`src/rtl/flash_stat_pkg.sv`:
```
package flash_stat_pkg;

    typedef enum logic [2:0] {
        S_READ,
        S_PROG,
        S_PROT_PROG,
        S_SE_WIN,
        S_ERASE,
        S_PROT_ERASE,
        S_SUSP,
        S_FAIL
    } op_state_t;

    typedef enum logic [2:0] {
        C_IDLE,
        C_U1,
        C_U2,
        C_PG,
        C_E3,
        C_E4,
        C_E5
    } cmd_state_t;

    localparam int UNL_W = 11;
    localparam logic [UNL_W-1:0] ADR_A = 11'h555;
    localparam logic [UNL_W-1:0] ADR_B = 11'h2AA;

    localparam logic [7:0] K_UNL1   = 8'hAA;
    localparam logic [7:0] K_UNL2   = 8'h55;
    localparam logic [7:0] K_PROG   = 8'hA0;
    localparam logic [7:0] K_ESETUP = 8'h80;
    localparam logic [7:0] K_CHIP   = 8'h10;
    localparam logic [7:0] K_SECT   = 8'h30;
    localparam logic [7:0] K_SUSP   = 8'hB0;
    localparam logic [7:0] K_RESET  = 8'hF0;

    localparam int BIT_POLL = 7;
    localparam int BIT_TGL  = 6;
    localparam int BIT_LIM  = 5;
    localparam int BIT_SET  = 3;
    localparam int BIT_STGL = 2;

endpackage

```
`src/rtl/fsg_bus_sense.sv`:
```
module fsg_bus_sense (
    input  logic clk,
    input  logic rst_n,
    input  logic ce_n,
    input  logic oe_n,
    input  logic we_n,
    output logic wr_strobe,
    output logic rd_start
);
    logic we_q;
    logic rd_q;
    logic rd_act;

    assign rd_act = !ce_n && !oe_n && we_n;

    always_ff @(posedge clk or negedge rst_n) begin
        if (!rst_n) begin
            we_q <= 1'b1;
            rd_q <= 1'b0;
        end else begin
            we_q <= we_n;
            rd_q <= rd_act;
        end
    end

    assign wr_strobe = we_n && !we_q && !ce_n;
    assign rd_start  = rd_act && !rd_q;

endmodule

```
`src/rtl/fsg_cmd_decode.sv`:
```
module fsg_cmd_decode
    import flash_stat_pkg::*;
#(
    parameter int ADDR_W = 21
) (
    input  logic              clk,
    input  logic              rst_n,
    input  logic              wr_strobe,
    input  logic [ADDR_W-1:0] addr,
    input  logic [7:0]        din,
    output logic              ev_prog,
    output logic              ev_chip,
    output logic              ev_sect,
    output logic              ev_more,
    output logic              ev_susp,
    output logic              ev_reset
);
    cmd_state_t cs, cs_nxt;
    logic at_a, at_b;
    logic unused_hi;

    assign at_a = addr[UNL_W-1:0] == ADR_A;
    assign at_b = addr[UNL_W-1:0] == ADR_B;
    assign unused_hi = ^addr[ADDR_W-1:UNL_W];

    always_ff @(posedge clk or negedge rst_n) begin
        if (!rst_n) cs <= C_IDLE;
        else        cs <= cs_nxt;
    end

    always_comb begin
        cs_nxt   = cs;
        ev_prog  = 1'b0;
        ev_chip  = 1'b0;
        ev_sect  = 1'b0;
        ev_more  = 1'b0;
        ev_susp  = 1'b0;
        ev_reset = 1'b0;
        if (wr_strobe) begin
            if (cs != C_PG && din == K_RESET) begin
                ev_reset = 1'b1;
                cs_nxt   = C_IDLE;
            end else begin
                unique case (cs)
                    C_IDLE: begin
                        if (at_a && din == K_UNL1) cs_nxt = C_U1;
                        else if (din == K_SUSP)    ev_susp = 1'b1;
                        else if (din == K_SECT)    ev_more = 1'b1;
                    end
                    C_U1: cs_nxt = (at_b && din == K_UNL2) ? C_U2 : C_IDLE;
                    C_U2: begin
                        if (at_a && din == K_PROG)        cs_nxt = C_PG;
                        else if (at_a && din == K_ESETUP) cs_nxt = C_E3;
                        else                              cs_nxt = C_IDLE;
                    end
                    C_PG: begin
                        ev_prog = 1'b1;
                        cs_nxt  = C_IDLE;
                    end
                    C_E3: cs_nxt = (at_a && din == K_UNL1) ? C_E4 : C_IDLE;
                    C_E4: cs_nxt = (at_b && din == K_UNL2) ? C_E5 : C_IDLE;
                    C_E5: begin
                        if (at_a && din == K_CHIP) ev_chip = 1'b1;
                        else if (din == K_SECT)    ev_sect = 1'b1;
                        cs_nxt = C_IDLE;
                    end
                    default: cs_nxt = C_IDLE;
                endcase
            end
        end
    end

    assert_one_event_R12: assert property (@(posedge clk) disable iff (!rst_n)
        $onehot0({ev_prog, ev_chip, ev_sect, ev_more, ev_susp, ev_reset}));

    assert_reset_idle_R12: assert property (@(posedge clk) disable iff (!rst_n)
        (wr_strobe && cs != C_PG && din == K_RESET) |=> cs == C_IDLE);

endmodule

```
`src/rtl/fsg_op_ctrl.sv`:
```
module fsg_op_ctrl
    import flash_stat_pkg::*;
#(
    parameter int PROT_PROG_CYC  = 125_000_000,
    parameter int PROT_ERASE_CYC = 50_000,
    parameter int SE_WIN_CYC     = 6_250
) (
    input  logic       clk,
    input  logic       rst_n,
    input  logic       ev_prog,
    input  logic       ev_chip,
    input  logic       ev_sect,
    input  logic       ev_more,
    input  logic       ev_susp,
    input  logic       ev_reset,
    input  logic       rd_start,
    input  logic       prog_d7,
    input  logic       sect_prot,
    input  logic       all_prot,
    input  logic       op_done,
    input  logic       limit_hit,
    output logic [7:0] stat,
    output logic       show_stat
);
    localparam int MAX_AB  = (PROT_PROG_CYC > PROT_ERASE_CYC) ? PROT_PROG_CYC : PROT_ERASE_CYC;
    localparam int MAX_CYC = (MAX_AB > SE_WIN_CYC) ? MAX_AB : SE_WIN_CYC;
    localparam int CNT_W   = $clog2(MAX_CYC + 1);

    op_state_t st, nxt;
    logic [CNT_W-1:0] cnt;
    logic [CNT_W-1:0] lim_m1;
    logic timed;
    logic timer_hit;
    logic tog6, tog2, poll, is_erase, any_unprot;

    always_comb begin
        timed  = 1'b1;
        lim_m1 = '0;
        unique case (st)
            S_PROT_PROG:  lim_m1 = CNT_W'(PROT_PROG_CYC - 1);
            S_PROT_ERASE: lim_m1 = CNT_W'(PROT_ERASE_CYC - 1);
            S_SE_WIN:     lim_m1 = CNT_W'(SE_WIN_CYC - 1);
            default:      timed  = 1'b0;
        endcase
    end
    assign timer_hit = timed && (cnt == lim_m1);

    always_ff @(posedge clk or negedge rst_n) begin
        if (!rst_n) st <= S_READ;
        else        st <= nxt;
    end

    always_comb begin
        nxt = st;
        unique case (st)
            S_READ: begin
                if (ev_prog)      nxt = sect_prot ? S_PROT_PROG : S_PROG;
                else if (ev_chip) nxt = all_prot ? S_PROT_ERASE : S_ERASE;
                else if (ev_sect) nxt = S_SE_WIN;
            end
            S_PROG: begin
                if (limit_hit)    nxt = S_FAIL;
                else if (op_done) nxt = S_READ;
            end
            S_PROT_PROG:  if (timer_hit) nxt = S_READ;
            S_SE_WIN:     if (timer_hit && !ev_more) nxt = any_unprot ? S_ERASE : S_PROT_ERASE;
            S_ERASE: begin
                if (limit_hit)    nxt = S_FAIL;
                else if (ev_susp) nxt = S_SUSP;
                else if (op_done) nxt = S_READ;
            end
            S_PROT_ERASE: if (timer_hit) nxt = S_READ;
            S_SUSP:       if (ev_more)   nxt = S_ERASE;
            S_FAIL:       if (ev_reset)  nxt = S_READ;
            default:      nxt = S_READ;
        endcase
    end

    always_ff @(posedge clk or negedge rst_n) begin
        if (!rst_n) begin
            cnt        <= '0;
            tog6       <= 1'b0;
            tog2       <= 1'b0;
            poll       <= 1'b0;
            is_erase   <= 1'b0;
            any_unprot <= 1'b0;
        end else begin
            if (nxt != st || (st == S_SE_WIN && ev_more)) cnt <= '0;
            else if (timed)                               cnt <= cnt + 1'b1;

            if (st == S_READ && nxt != S_READ) begin
                tog6       <= 1'b0;
                tog2       <= 1'b0;
                is_erase   <= ev_chip || ev_sect;
                poll       <= ev_prog ? !prog_d7 : 1'b0;
                any_unprot <= !sect_prot;
            end else begin
                if (rd_start && st != S_READ && st != S_SUSP) tog6 <= !tog6;
                if (rd_start && st != S_READ && is_erase)     tog2 <= !tog2;
                if (st == S_SE_WIN && ev_more && !sect_prot)  any_unprot <= 1'b1;
            end
        end
    end

    always_comb begin
        stat           = '0;
        show_stat      = st != S_READ;
        stat[BIT_POLL] = (st == S_SUSP) ? 1'b1 : poll;
        stat[BIT_TGL]  = tog6;
        stat[BIT_LIM]  = st == S_FAIL;
        stat[BIT_SET]  = is_erase && st != S_SE_WIN;
        stat[BIT_STGL] = tog2;
    end

    assert_prog_entry_R2: assert property (@(posedge clk) disable iff (!rst_n)
        $rose(st == S_PROG) |-> $past(ev_prog));

    assert_read_flip_R3: assert property (@(posedge clk) disable iff (!rst_n)
        (rd_start && st != S_READ && st != S_SUSP && nxt == st) |=> tog6 != $past(tog6));

    assert_prot_hold_R5: assert property (@(posedge clk) disable iff (!rst_n)
        (st == S_PROT_PROG && !timer_hit) |=> st == S_PROT_PROG);

    assert_win_bound_R7: assert property (@(posedge clk) disable iff (!rst_n)
        st == S_SE_WIN |-> cnt < CNT_W'(SE_WIN_CYC));

    assert_prot_erase_hold_R8: assert property (@(posedge clk) disable iff (!rst_n)
        (st == S_PROT_ERASE && !timer_hit) |=> st == S_PROT_ERASE);

    assert_susp_hold_R9: assert property (@(posedge clk) disable iff (!rst_n)
        (st == S_SUSP && nxt == S_SUSP) |=> $stable(tog6));

    assert_fail_cause_R11: assert property (@(posedge clk) disable iff (!rst_n)
        $rose(st == S_FAIL) |-> $past(limit_hit));

    assert_fail_sticky_R11: assert property (@(posedge clk) disable iff (!rst_n)
        (st == S_FAIL && !ev_reset) |=> st == S_FAIL);

endmodule

```
`src/rtl/flash_status_gen.sv`:
```
module flash_status_gen
    import flash_stat_pkg::*;
#(
    parameter int ADDR_W         = 21,
    parameter int PROT_PROG_CYC  = 125_000_000,
    parameter int PROT_ERASE_CYC = 50_000,
    parameter int SE_WIN_CYC     = 6_250
) (
    input  logic              clk,
    input  logic              rst_n,
    input  logic              ce_n,
    input  logic              oe_n,
    input  logic              we_n,
    input  logic [ADDR_W-1:0] addr,
    input  logic [7:0]        din,
    input  logic [7:0]        array_data,
    input  logic              sect_prot,
    input  logic              all_prot,
    input  logic              op_done,
    input  logic              limit_hit,
    output logic [7:0]        dout
);
    logic wr_strobe, rd_start;
    logic ev_prog, ev_chip, ev_sect, ev_more, ev_susp, ev_reset;
    logic [7:0] stat;
    logic show_stat;

    fsg_bus_sense u_sense (
        .clk       (clk),
        .rst_n     (rst_n),
        .ce_n      (ce_n),
        .oe_n      (oe_n),
        .we_n      (we_n),
        .wr_strobe (wr_strobe),
        .rd_start  (rd_start)
    );

    fsg_cmd_decode #(.ADDR_W(ADDR_W)) u_dec (
        .clk       (clk),
        .rst_n     (rst_n),
        .wr_strobe (wr_strobe),
        .addr      (addr),
        .din       (din),
        .ev_prog   (ev_prog),
        .ev_chip   (ev_chip),
        .ev_sect   (ev_sect),
        .ev_more   (ev_more),
        .ev_susp   (ev_susp),
        .ev_reset  (ev_reset)
    );

    fsg_op_ctrl #(
        .PROT_PROG_CYC  (PROT_PROG_CYC),
        .PROT_ERASE_CYC (PROT_ERASE_CYC),
        .SE_WIN_CYC     (SE_WIN_CYC)
    ) u_ctrl (
        .clk       (clk),
        .rst_n     (rst_n),
        .ev_prog   (ev_prog),
        .ev_chip   (ev_chip),
        .ev_sect   (ev_sect),
        .ev_more   (ev_more),
        .ev_susp   (ev_susp),
        .ev_reset  (ev_reset),
        .rd_start  (rd_start),
        .prog_d7   (din[7]),
        .sect_prot (sect_prot),
        .all_prot  (all_prot),
        .op_done   (op_done),
        .limit_hit (limit_hit),
        .stat      (stat),
        .show_stat (show_stat)
    );

    assign dout = show_stat ? stat : array_data;

    assert_lim_bit_R11: assert property (@(posedge clk) disable iff (!rst_n)
        (show_stat && dout[BIT_LIM]) |=> dout[BIT_LIM] || ev_reset == $past(ev_reset) || !show_stat);

    assert_idle_data_R1: assert property (@(posedge clk) disable iff (!rst_n)
        (!$past(show_stat) && !show_stat) |-> dout == array_data);

endmodule

```
`config.mk`:
```
export PLATFORM = sky130hd
export DESIGN_NAME = flash_status_gen
export DESIGN_NICKNAME = d
export VERILOG_FILES = /design/src/rtl/flash_stat_pkg.sv /design/src/rtl/fsg_bus_sense.sv /design/src/rtl/fsg_cmd_decode.sv /design/src/rtl/fsg_op_ctrl.sv /design/src/rtl/flash_status_gen.sv
export SDC_FILE = /design/constraint.sdc
export NUM_CORES = 1
export LEC_CHECK = 0
export BUFFER_PORTS_ARGS = -buffer_cell sky130_fd_sc_hd__buf_2
export CORE_ASPECT_RATIO = 1.5
export CORE_MARGIN = 4
export CORE_UTILIZATION = 51
export DETAILED_ROUTE_END_ITERATION = 6
export PLACE_DENSITY_LB_ADDON = 0.05
export SLEW_MARGIN = 20
export SYNTH_ARGS = -nofsm -noshare
export SYNTH_HDL_FRONTEND = slang
export SYNTH_HIERARCHICAL = 1
export SYNTH_SLANG_ARGS = --single-unit
```
`constraint.sdc`:
```
create_clock -name clk -period 3.35 [get_ports clk]
set_clock_uncertainty 0.1 [all_clocks]
set_input_delay 0.5025 -clock clk [delete_from_list [all_inputs] [get_ports clk]]
set_output_delay 0.5025 -clock clk [all_outputs]
set_load 0.01 [all_outputs]
```
==> run_results.csv, run 1 <==
group,metric,value,unit
final_layout,diodes,0,
grt,overflow,0,
clock_network,cts_tree,"yes",
grt,met1_usage,0.225,
yosys,synth_area,0.00294,mm^2
worst_setup_path,critPathBufInv,1,
routing,wirelength,6.98,mm
placed_design,dp_slack,-0.216,ns
grt,antenna_found_initial,0,
job,drv_cap,0,
clock_network,clock-sinks,40,
placed_design,gp_congestion,0.839,
worst_setup_path,start_kind,"flip-flop",
yosys,ys_async_sr_fraction,1.00,
clock_network,htreeDepth,2,
floorplan,die_x,70.0,um
worst_setup_path,worstSetupPathType,"flip-flop to flip-flop",
floorplan,die_h,101,um
timing,final.setup.tns,0,ns
final_layout,fill_cells,527,
worst_setup_path,cp_slowest_stage_delay,0.55,ns
routing,post_drt_wl_per_cell,14.8,um
clock_network,ctsRootBufferMaster,"clkbuf_8",
outcome,status,"complete, no violations",
final_layout,multi_input_area,0.00183,mm^2
routing,drc_errors,0,
placed_design,dpl.hpwl,5.29,mm
timing,worst_pin_slew,0.906,ns
worst_setup_path,cp.required,3.42,ns
worst_setup_path,cp_slowest_cell,"or4_1",
floorplan,ios,54,
timing,period_minus_slack,3.09,ns
clock_network,clockBufferDepth,2,
worst_setup_path,reg2reg_depth,9,
floorplan,die_area,0.00707,mm^2
yosys,yosysWarnings,6,
final_layout,final_nets,449,
final_layout,layout-drive-gt1-share,0.249,
routing,drtPass1Iterations,5,
timing,finalCritPeriodShare,0.924,
worst_setup_path,cp_top_family,"compound AO/OA/AOI/OAI gates",
power,p_leak,1.52,nW
timing,setup_viol_count_final,0,
worst_setup_path,reg2reg_to,"u_ctrl/cnt[4]",
clock_network,clk_pin_slew_worst_paths,0.07,ns
yosys,synth_edf_count,0,
power,fin_total_pwr,0.917,mW
grt,grt_max_degree,41,
worst_setup_path,reg2reg_slack,0.26,ns
timing,rsz0062_at_grt,"false",
worst_setup_path,critPathMaxFanout,27,
timing,timing.fmax,0.323,GHz
worst_setup_path,worstPathCellList,"or4_1 > a2111oi_2 > o2111ai_1 > nor4_4 > a21oi_1 > o31ai_1 > a2111o_1 > buf_12 > nor2_1",
final_layout,area_growth,16.2,%
grt,grt_pass1_vias,2763,
clock_network,numCtsBuffers,5,
timing,finalMaxSlewViolations,0,
hold_path,min_path_type,"input pin to async pin",
timing,relSlewSlack,0.396,
yosys,synth_ff_type,"dfrtp_1",
yosys,ys_ff_latch,40,
clock_network,cts_hold_buffers,0,
yosys,synthCells,348,
power,peakVddDrop,151,uV
routing,via_per_inst,5.71,
grt,track_usage,0.209,
final_layout,post-route-util,0.618,
yosys,yosysUniqueCellTypes,67,
floorplan,start_util,0.532,
routing,antenna_left,0,
worst_setup_path,r2r-start,"u_ctrl/cnt[7]",
power,p_per_area,268,mW/mm^2
worst_setup_path,end_kind,"flip-flop",
timing,hold_ws,0.236,ns
floorplan,rows,33,
floorplan,core-area,0.00553,mm^2
placed_design,portBuffers,43,
grt,grt_first_pass_wirelength,12.1,mm
grt,busiest_layer,"met2",
grt,use_met3,0.0349,
routing,drt_iter0_markers,130,
worst_setup_path,arrival,3.17,ns
final_layout,final-seq-area,0.00100,mm^2
routing,num_vias,2694,
timing,finalHoldViolations,0,
grt,gr-usage-met2,0.393,
clock_network,clock_latency,0.29,ns
yosys,avgSynthCellArea,8.46,um^2
yosys,synth.yosys.seq_area_share,0.341,
timing,timing.final.ws_setup,0.256,ns
cell type report:
cell class / instances / area share
repair buffers: 62 / 0.108
clock buffers: 6 / 0.0212
flip-flops and latches: 40 / 0.293
multi-input cells: 278 / 0.534
clock inverters: 1 / 0.00146
inverters: 15 / 0.0165
well taps: 70 / 0.0256
how the worst max path moves through the flow:
stage                              from             end  cells past startpoint
after floorplan                    ce_n  u_ctrl/cnt[15]                     14
after global placement             ce_n   u_ctrl/cnt[1]                     14
after detailed placement           ce_n   u_ctrl/cnt[4]                     14
after CTS                  u_sense/we_q   u_ctrl/cnt[4]                     13
after global routing      u_ctrl/cnt[7]   u_ctrl/cnt[4]                      9
final                     u_ctrl/cnt[7]   u_ctrl/cnt[4]                      9
sequential cells by signal (all words and copies together), names as in the netlist:
name / count
u_ctrl/any_unprot: 1
u_ctrl/cnt: 27
u_ctrl/is_erase: 1
u_ctrl/poll: 1
u_ctrl/st: 3
u_ctrl/tog2: 1
u_ctrl/tog6: 1
u_dec/cs: 3
u_sense/rd_q: 1
u_sense/we_q: 1
through the flow:
step	cell area, um^2	instances
after floorplan	2960	350
after global placement	3290	463
after detailed placement	3290	463
after CTS	3370	470
after global routing	3420	472
final	3420	472
layer usage:
metal  up-vias  wire (um)  share of wire
li1       1343          -              -
met1      1265       2810           0.40
met2        70       3700           0.53
met3        16        306          0.044
met4         0        164          0.023
met5         -          0              0
power breakdown:
group	internal (mW)	total [mW]	switching, mW	leakage (nW)
Sequential	0.494	0.506	0.0122	0.531
Combinational	0.0523	0.105	0.0529	0.951
Clock	0.142	0.306	0.164	0.0410
logic make-up after synthesis:
| group | synth area share |
|---|---|
| XOR/XNOR | 0.0893 |
| AO/OA/AOI/OAI | 0.137 |
| buffers and inverters | 0.0565 |
| flip-flops | 0.341 |
| adder cells (fa/ha/maj) | 0.00425 |
| multiplexers | 0.0442 |
| AND/OR/NAND/NOR | 0.327 |
| other | 0.00127 |
what timing repair did:
item | CTS | global route
resized for setup | 0 | 6
setup endpoints to repair | 0 | 31
setup buffers | 0 | 2
synth_stat cells, drive strengths merged, types with 4 or more instances:
library cell | count | area, um^2
nor2 | 58 | 218
dfrtp | 39 | 976
nand2 | 28 | 105
nand3 | 19 | 100
xnor2 | 17 | 149
inv | 15 | 56.3
a21oi | 14 | 73.8
xor2 | 13 | 114
buf | 12 | 91.3
nor3 | 11 | 55.1
nand4 | 9 | 56.3
o21ai | 9 | 45.0
mux2 | 8 | 120
nor2b | 8 | 50.1
nor4 | 8 | 77.6
and3 | 6 | 37.5
nand2b | 6 | 37.5
nor3b | 6 | 50.1
clkbuf | 5 | 18.8
a211oi | 4 | 30.0
cells in the final DEF (no fill, tap or decap), types with 3 or more instances in the layout:
master    instances
or4_1             3
buf_2            43
a211oi_1          4
or2_2             3
conb_1            3
nor2_1           57
a21oi_1          13
o21ai_0           8
nand3_1          18
xnor2_1          17
buf_4            18
nor3_1           11
nor2b_1           8
a31oi_1           3
nand4_1           9
nor3b_1           3
dfrtp_1          39
mux2_4            8
nor4_1            4
and3_1            6
nand2_1          28
nand2b_1          6
inv_1            15
clkbuf_8          5
o22ai_1           3
xor2_1           13
worst reg2reg max path: cells and delay by family (launching register included):
family	cells	cell delay, ns
flops	1	0.43
buf+inv	1	0.18
compound gates	5	1.23
simple gates	3	1.03
Note: power is estimated with default switching activity, not from simulation.
==> inputs of run 2 (changes only) <==
--- a/config.mk
+++ b/config.mk
@@ -8,7 +8,8 @@
 export BUFFER_PORTS_ARGS = -buffer_cell sky130_fd_sc_hd__buf_2
 export CORE_ASPECT_RATIO = 1.5
 export CORE_MARGIN = 4
-export CORE_UTILIZATION = 51
+export CORE_UTILIZATION = 52
+export CTS_BUF_LIST = sky130_fd_sc_hd__clkbuf_8
 export DETAILED_ROUTE_END_ITERATION = 6
 export PLACE_DENSITY_LB_ADDON = 0.05
 export SLEW_MARGIN = 20
==> constraint.sdc (replaced) <==
create_clock -name clk -period 2.5 [get_ports clk]
set_clock_uncertainty 0.1 [all_clocks]
set_input_delay 0.375 -clock clk [delete_from_list [all_inputs] [get_ports clk]]
set_output_delay 0.375 -clock clk [all_outputs]
set_load 0.01 [all_outputs]
==> run 2 against run 1 <==
Maximum frequency up 6.5%. First-iteration DRC count fell by 0.77%. Critical endpoint is now u_ctrl/cnt[1]. Register-to-register slack worse by 0.66 ns. Total power grew 54%. Largest cell class unchanged. Utilization rose by 12 points. The flow now finishes with violations (setup timing). Critical path depth grew 4. Clock power up 77%. Count of clock-buffer cells in the layout is 1 lower.
==> run_results.csv, run 2 (synthesis gave the netlist of run 1 again) <==
group,metric,value,unit
timing,period_minus_slack,2.90,ns
outcome,violations,"setup timing",
final_layout,largest_reg_flops,27,
floorplan,start_util,0.536,
timing,finalHoldViolations,0,
floorplan,die_area,0.00695,mm^2
final_layout,layout_commonest_cell,"buf_4",
clock_network,htreeDepth,2,
grt,grt_max_degree,41,
worst_setup_path,start_kind,"flip-flop",
floorplan,die_x,69.4,um
power,p_leak,1.86,nW
floorplan,ios,54,
worst_setup_path,crit_path_frequent_cell,"nor2_1",
clock_network,cts_tree,"yes",
worst_setup_path,cp_slowest_cell,"dfstp_2",
final_layout,post-route-util,0.743,
routing,num_vias,2992,
final_layout,regMostFlops,"u_ctrl/cnt",
routing,drtPass1Iterations,4,
timing,worst_pin_slew,0.910,ns
timing,timing.fmax,0.344,GHz
placed_design,gp_congestion,0.900,
clock_network,ctsRootBufferMaster,"clkbuf_8",
clock_network,clk_pin_slew_worst_paths,0.09,ns
final_layout,layout_common_cells,"buf_4, nor2_1, buf_2, dfrtp_1, nand2_1",
grt,overflow,0,
worst_setup_path,worstSetupPathType,"flip-flop to flip-flop",
final_layout,layout-drive-gt1-share,0.388,
worst_setup_path,arrival,3.02,ns
clock_network,clock-sinks,40,
timing,finalMaxSlewViolations,0,
timing,timing.final.ws_setup,-0.405,ns
power,peakVddDrop,255,uV
job,drv_cap,0,
outcome,status,"complete, but fails checks",
placed_design,portBuffers,43,
routing,drt_iter0_markers,129,
timing,relSlewSlack,0.394,
worst_setup_path,r2r-start,"u_sense/we_q",
routing,via_per_inst,5.57,
final_layout,area_growth,38.6,%
worst_setup_path,worstPathCellList,"nor3b_4 > nor3b_4 > nand4_1 > nor2_1 > buf_4 > nor2_1 > o21ai_0 > a31oi_1 > nor2_1 > o31ai_2 > a2111o_1 > buf_12 > a21oi_1",
clock_network,numCtsBuffers,5,
power,p_per_area,347,mW/mm^2
timing,hold_ws,0.0968,ns
timing,rsz0062_at_grt,"true",
final_layout,diodes,0,
grt,grt_pass1_vias,3085,
grt,antenna_found_initial,0,
worst_setup_path,end_kind,"flip-flop",
routing,antenna_left,0,
placed_design,dpl.hpwl,6.17,mm
routing,post_drt_wl_per_cell,15.0,um
worst_setup_path,cp.required,2.62,ns
floorplan,die_h,100,um
worst_setup_path,cp-startpoint,"u_sense/we_q",
final_layout,reg_top3,"u_ctrl/cnt: 27 flops, u_ctrl/st: 3 flops, u_dec/cs: 3 flops",
worst_setup_path,critPathMaxFanout,27,
final_layout,final_nets,513,
routing,wirelength,8.08,mm
worst_setup_path,cp_slowest_stage_delay,0.39,ns
floorplan,rows,33,
routing,drc_errors,0,
timing,setup_viol_count_final,32,
clock_network,cts_hold_buffers,0,
grt,grt_first_pass_wirelength,13.4,mm
grt,track_usage,0.235,
clock_network,clockBufferDepth,2,
timing,finalCritPeriodShare,1.16,
clock_network,clock_latency,0.30,ns
hold_path,min_path_type,"input pin to async pin",
power,fin_total_pwr,1.41,mW
floorplan,core-area,0.00549,mm^2
run 2: cell count changes in the layout (fill, tap and decap cells not counted), moves of 2 or more:
cell / change
a21oi_1: -4
a21oi_4: +3
buf_4: +61
buf_6: +3
nor3_1: -2
run 2: final cells by class:
type | count | area [um^2]
Timing Repair Buffer | 126 | 862
Inverter | 15 | 56.3
Multi-Input combinational cell | 278 | 1960
Sequential cell | 40 | 1000
Tap cell | 70 | 87.6
Clock inverter | 3 | 42.5
Fill cell | 446 | 1410
Clock buffer | 5 | 68.8
run 2: path summary, 6_finish.rpt:
| check | endpoint | cells after the start | slack [ns] |
|---|---|---|---|
| min in group clk | u_sense/rd_q | 2 | 0.15 |
| hold / removal | u_ctrl/cnt[19] | 1 | 0.1 |
| max in group asynchronous | u_ctrl/is_erase | 1 | 1.62 |
| setup reg to reg | u_ctrl/cnt[1] | 13 | -0.40 |
| hold reg to reg | u_ctrl/poll | 2 | 0.41 |
| setup / recovery | u_ctrl/cnt[1] | 13 | -0.40 |
run 2: power by group:
group / total, mW / switching, mW / internal (mW)
Clock: 0.543 / 0.248 / 0.296
Sequential: 0.677 / 0.0149 / 0.662
Combinational: 0.195 / 0.0884 / 0.106
Total: 1.41 / 0.351 / 1.06
run 2: worst max-delay path: cells and delay by family (launching register included):
kind / cells / cell delay [ns]
simple gates: 6 / 1.00
compound gates: 5 / 1.00
flops: 1 / 0.39
buf+inv: 2 / 0.33
run 2: per-stage QoR:
| step | area, um^2 | cells | setup TNS (ns) | setup WS, ns |
|---|---|---|---|---|
| final | 4080 | 537 | -10.74 | -0.405 |
| after detailed placement | 3800 | 527 | -17.83 | -0.626 |
| after CTS | 3940 | 535 | -11.50 | -0.387 |
| after floorplan | 2990 | 350 | -7.94 | -0.309 |
| after global routing | 4080 | 537 | -16.48 | -0.569 |
| after global placement | 3800 | 527 | -16.78 | -0.555 |
run 2: timing repair:
action / in CTS / in global routing
pin swaps: 1 / 3
resized for setup: 4 / 23
buffers inserted: 0 / 4
setup endpoints to repair: 38 / 42
run 2: layer usage:
metal  GRT usage  vias to the layer above  part of all wire
li1            -                     1466                 -
met1       0.248                     1425              0.38
met2       0.458                       75              0.55
met3      0.0261                       26             0.034
met4       0.111                        0             0.036
met5           0                        -                 0
==> inputs of run 3 (changes only) <==
--- a/config.mk
+++ b/config.mk
@@ -12,6 +12,7 @@
 export CTS_BUF_LIST = sky130_fd_sc_hd__clkbuf_8
 export DETAILED_ROUTE_END_ITERATION = 6
 export PLACE_DENSITY_LB_ADDON = 0.05
+export REMOVE_ABC_BUFFERS = 1
 export SLEW_MARGIN = 20
 export SYNTH_ARGS = -nofsm -noshare
 export SYNTH_HDL_FRONTEND = slang
==> run 3 against run 2 <==
The flow still finishes with violations (setup timing). First-iteration DRC count did not move. Hold slack gained 0.057 ns. Design area rose by 5.0%. Routed wire length grew 9.2%. Non-clock buffer count grew 13. Sequential share of layout area down 1.1 points. Clock power increased by 15%. Critical path type unchanged. Critical endpoint is now u_ctrl/cnt[15]. Largest cell class unchanged.
==> run_results.csv, run 3 (synthesis gave the netlist of run 1 again) <==
group,metric,value,unit
outcome,status,"complete, but fails checks",
outcome,violations,"setup timing",
clock_network,clock_latency,0.30,ns
power,p_leak,1.98,nW
worst_setup_path,critPathMaxFanout,7,
placed_design,dpl.cell_count,529,
worst_setup_path,cp_slowest_cell,"a2111o_1",
worst_setup_path,end_kind,"flip-flop",
routing,wl_met1,3.30,mm
worst_setup_path,cp_slowest_stage_delay,0.43,ns
floorplan,die_x,69.4,um
floorplan,die_h,100,um
routing,wirelength,8.83,mm
final_layout,regMostFlops,"u_ctrl/cnt",
routing,antenna_left,0,
worst_setup_path,start_kind,"flip-flop",
routing,drt_iter0_markers,129,
clock_network,cts_tree,"yes",
routing,drc_errors,0,
placed_design,dpl.hpwl,6.19,mm
grt,grt_pass1_vias,3114,
hold_path,min_path_type,"input pin to flip-flop",
final_layout,layout_common_cells,"buf_4, nor2_1, buf_2, dfrtp_1, nand2_1",
worst_setup_path,worstSetupPathType,"flip-flop to flip-flop",
grt,grt_first_pass_wirelength,14.1,mm
power,p_per_area,353,mW/mm^2
worst_setup_path,crit_cells,14,
floorplan,core-area,0.00549,mm^2
clock_network,htreeDepth,2,
timing,finalCritPeriodShare,1.21,
routing,drtPass1Iterations,4,
floorplan,die_area,0.00695,mm^2
routing,post_drt_wl_per_cell,16.1,um
routing,via_per_inst,5.60,
final_layout,largest_reg_flops,27,
timing,finalHoldViolations,0,
floorplan,start_util,0.536,
grt,track_usage,0.250,
routing,wl_met3,404,um
timing,rsz0062_at_grt,"true",
final_layout,layout-drive-gt1-share,0.424,
timing,timing.fmax,0.330,GHz
clock_network,clock-sinks,40,
hold_path,min_path_cells,2,
final_layout,post-route-util,0.780,
timing,final.setup.tns,-15.26,ns
job,drv_cap,0,
placed_design,gp_congestion,0.866,
timing,timing.final.ws_setup,-0.532,ns
floorplan,rows,33,
final_layout,fill_cells,376,
clock_network,numCtsBuffers,5,
worst_setup_path,cp_top_family,"compound AO/OA/AOI/OAI gates",
final_layout,diodes,0,
power,peakVddDrop,366,uV
final_layout,final_nets,526,
final_layout,fin_cells,549,
worst_setup_path,critPathBufInv,2,
clock_network,clk_pin_slew_worst_paths,0.08,ns
clock_network,clockBufferDepth,2,
timing,period_minus_slack,3.03,ns
power,fin_total_pwr,1.51,mW
worst_setup_path,worstPathCellList,"nor3b_4 > nor3b_4 > nand4_1 > buf_4 > nor2_1 > nor3_2 > o31ai_4 > o211a_1 > a21oi_2 > o211ai_1 > a21oi_1 > a2111o_1 > clkbuf_16 > nor2_1",
worst_setup_path,cp.required,2.63,ns
final_layout,reg_top3,"u_ctrl/cnt: 27 flops, u_ctrl/st: 3 flops, u_dec/cs: 3 flops",
routing,met2_length,4.84,mm
grt,overflow,0,
grt,grt_max_degree,28,
timing,setup_viol_count_final,32,
routing,num_vias,3072,
final_layout,area_growth,45.6,%
worst_setup_path,arrival,3.16,ns
placed_design,portBuffers,43,
grt,antenna_found_initial,0,
timing,finalMaxSlewViolations,0,
final_layout,layout_commonest_cell,"buf_4",
routing,highest_layer,"met4",
clock_network,ctsRootBufferMaster,"clkbuf_8",
worst_setup_path,reg2reg_depth,14,
floorplan,ios,54,
## run 3: report_power, final
part	switching (mW)	internal (mW)
Clock	0.233	0.393
Sequential	0.0144	0.662
Combinational	0.0946	0.115
Total	0.342	1.17
## run 3: worst paths after layout
path | endpoint | start | slack, ns
worst max-delay path | u_ctrl/cnt[15] | u_sense/we_q | -0.53
worst min-delay path | u_sense/rd_q | oe_n | 0.15
worst max register to register | u_ctrl/cnt[15] | u_sense/we_q | -0.53
worst min register to register | u_ctrl/poll | u_ctrl/poll | 0.43
max in group asynchronous | u_ctrl/st[0] | rst_n | 1.28
min in group asynchronous | u_ctrl/poll | rst_n | 0.42
## run 3: repair_timing
item	CTS	global route
pin swaps	12	18
hold endpoints to repair	12	0
gates cloned	0	2
hold buffers	1	0
resized for setup	23	34
buffers inserted	4	7
setup endpoints to repair	33	40
## run 3: final cells by class
| cell class | count | area, um^2 | share of cell area |
|---|---|---|---|
| clock buffers | 5 | 68.8 | 0.0161 |
| clock inverters | 2 | 60.1 | 0.0140 |
| inverters | 15 | 56.3 | 0.0131 |
| multi-input cells | 278 | 1990 | 0.465 |
| flip-flops and latches | 40 | 1000 | 0.234 |
| well taps | 70 | 87.6 | 0.0204 |
| repair buffers | 139 | 1020 | 0.237 |
## run 3: routing by layer
metal / GRT usage / up-vias
met4: 0.111 / 0
met2: 0.474 / 93
met1: 0.266 / 1458
met5: 0 / -
met3: 0.0461 / 22
li1: - / 1499
## run 3: through the flow
step                instance area [um^2]  hold WS (ns)  setup slack [ns]
finish                              4280         0.154            -0.532
global route                        4280         0.156            -0.740
CTS                                 4070         0.149            -0.392
detailed placement                  3780         0.212            -0.855
global placement                    3780         0.209            -0.787
floorplan                           2840       -0.0206             -1.04
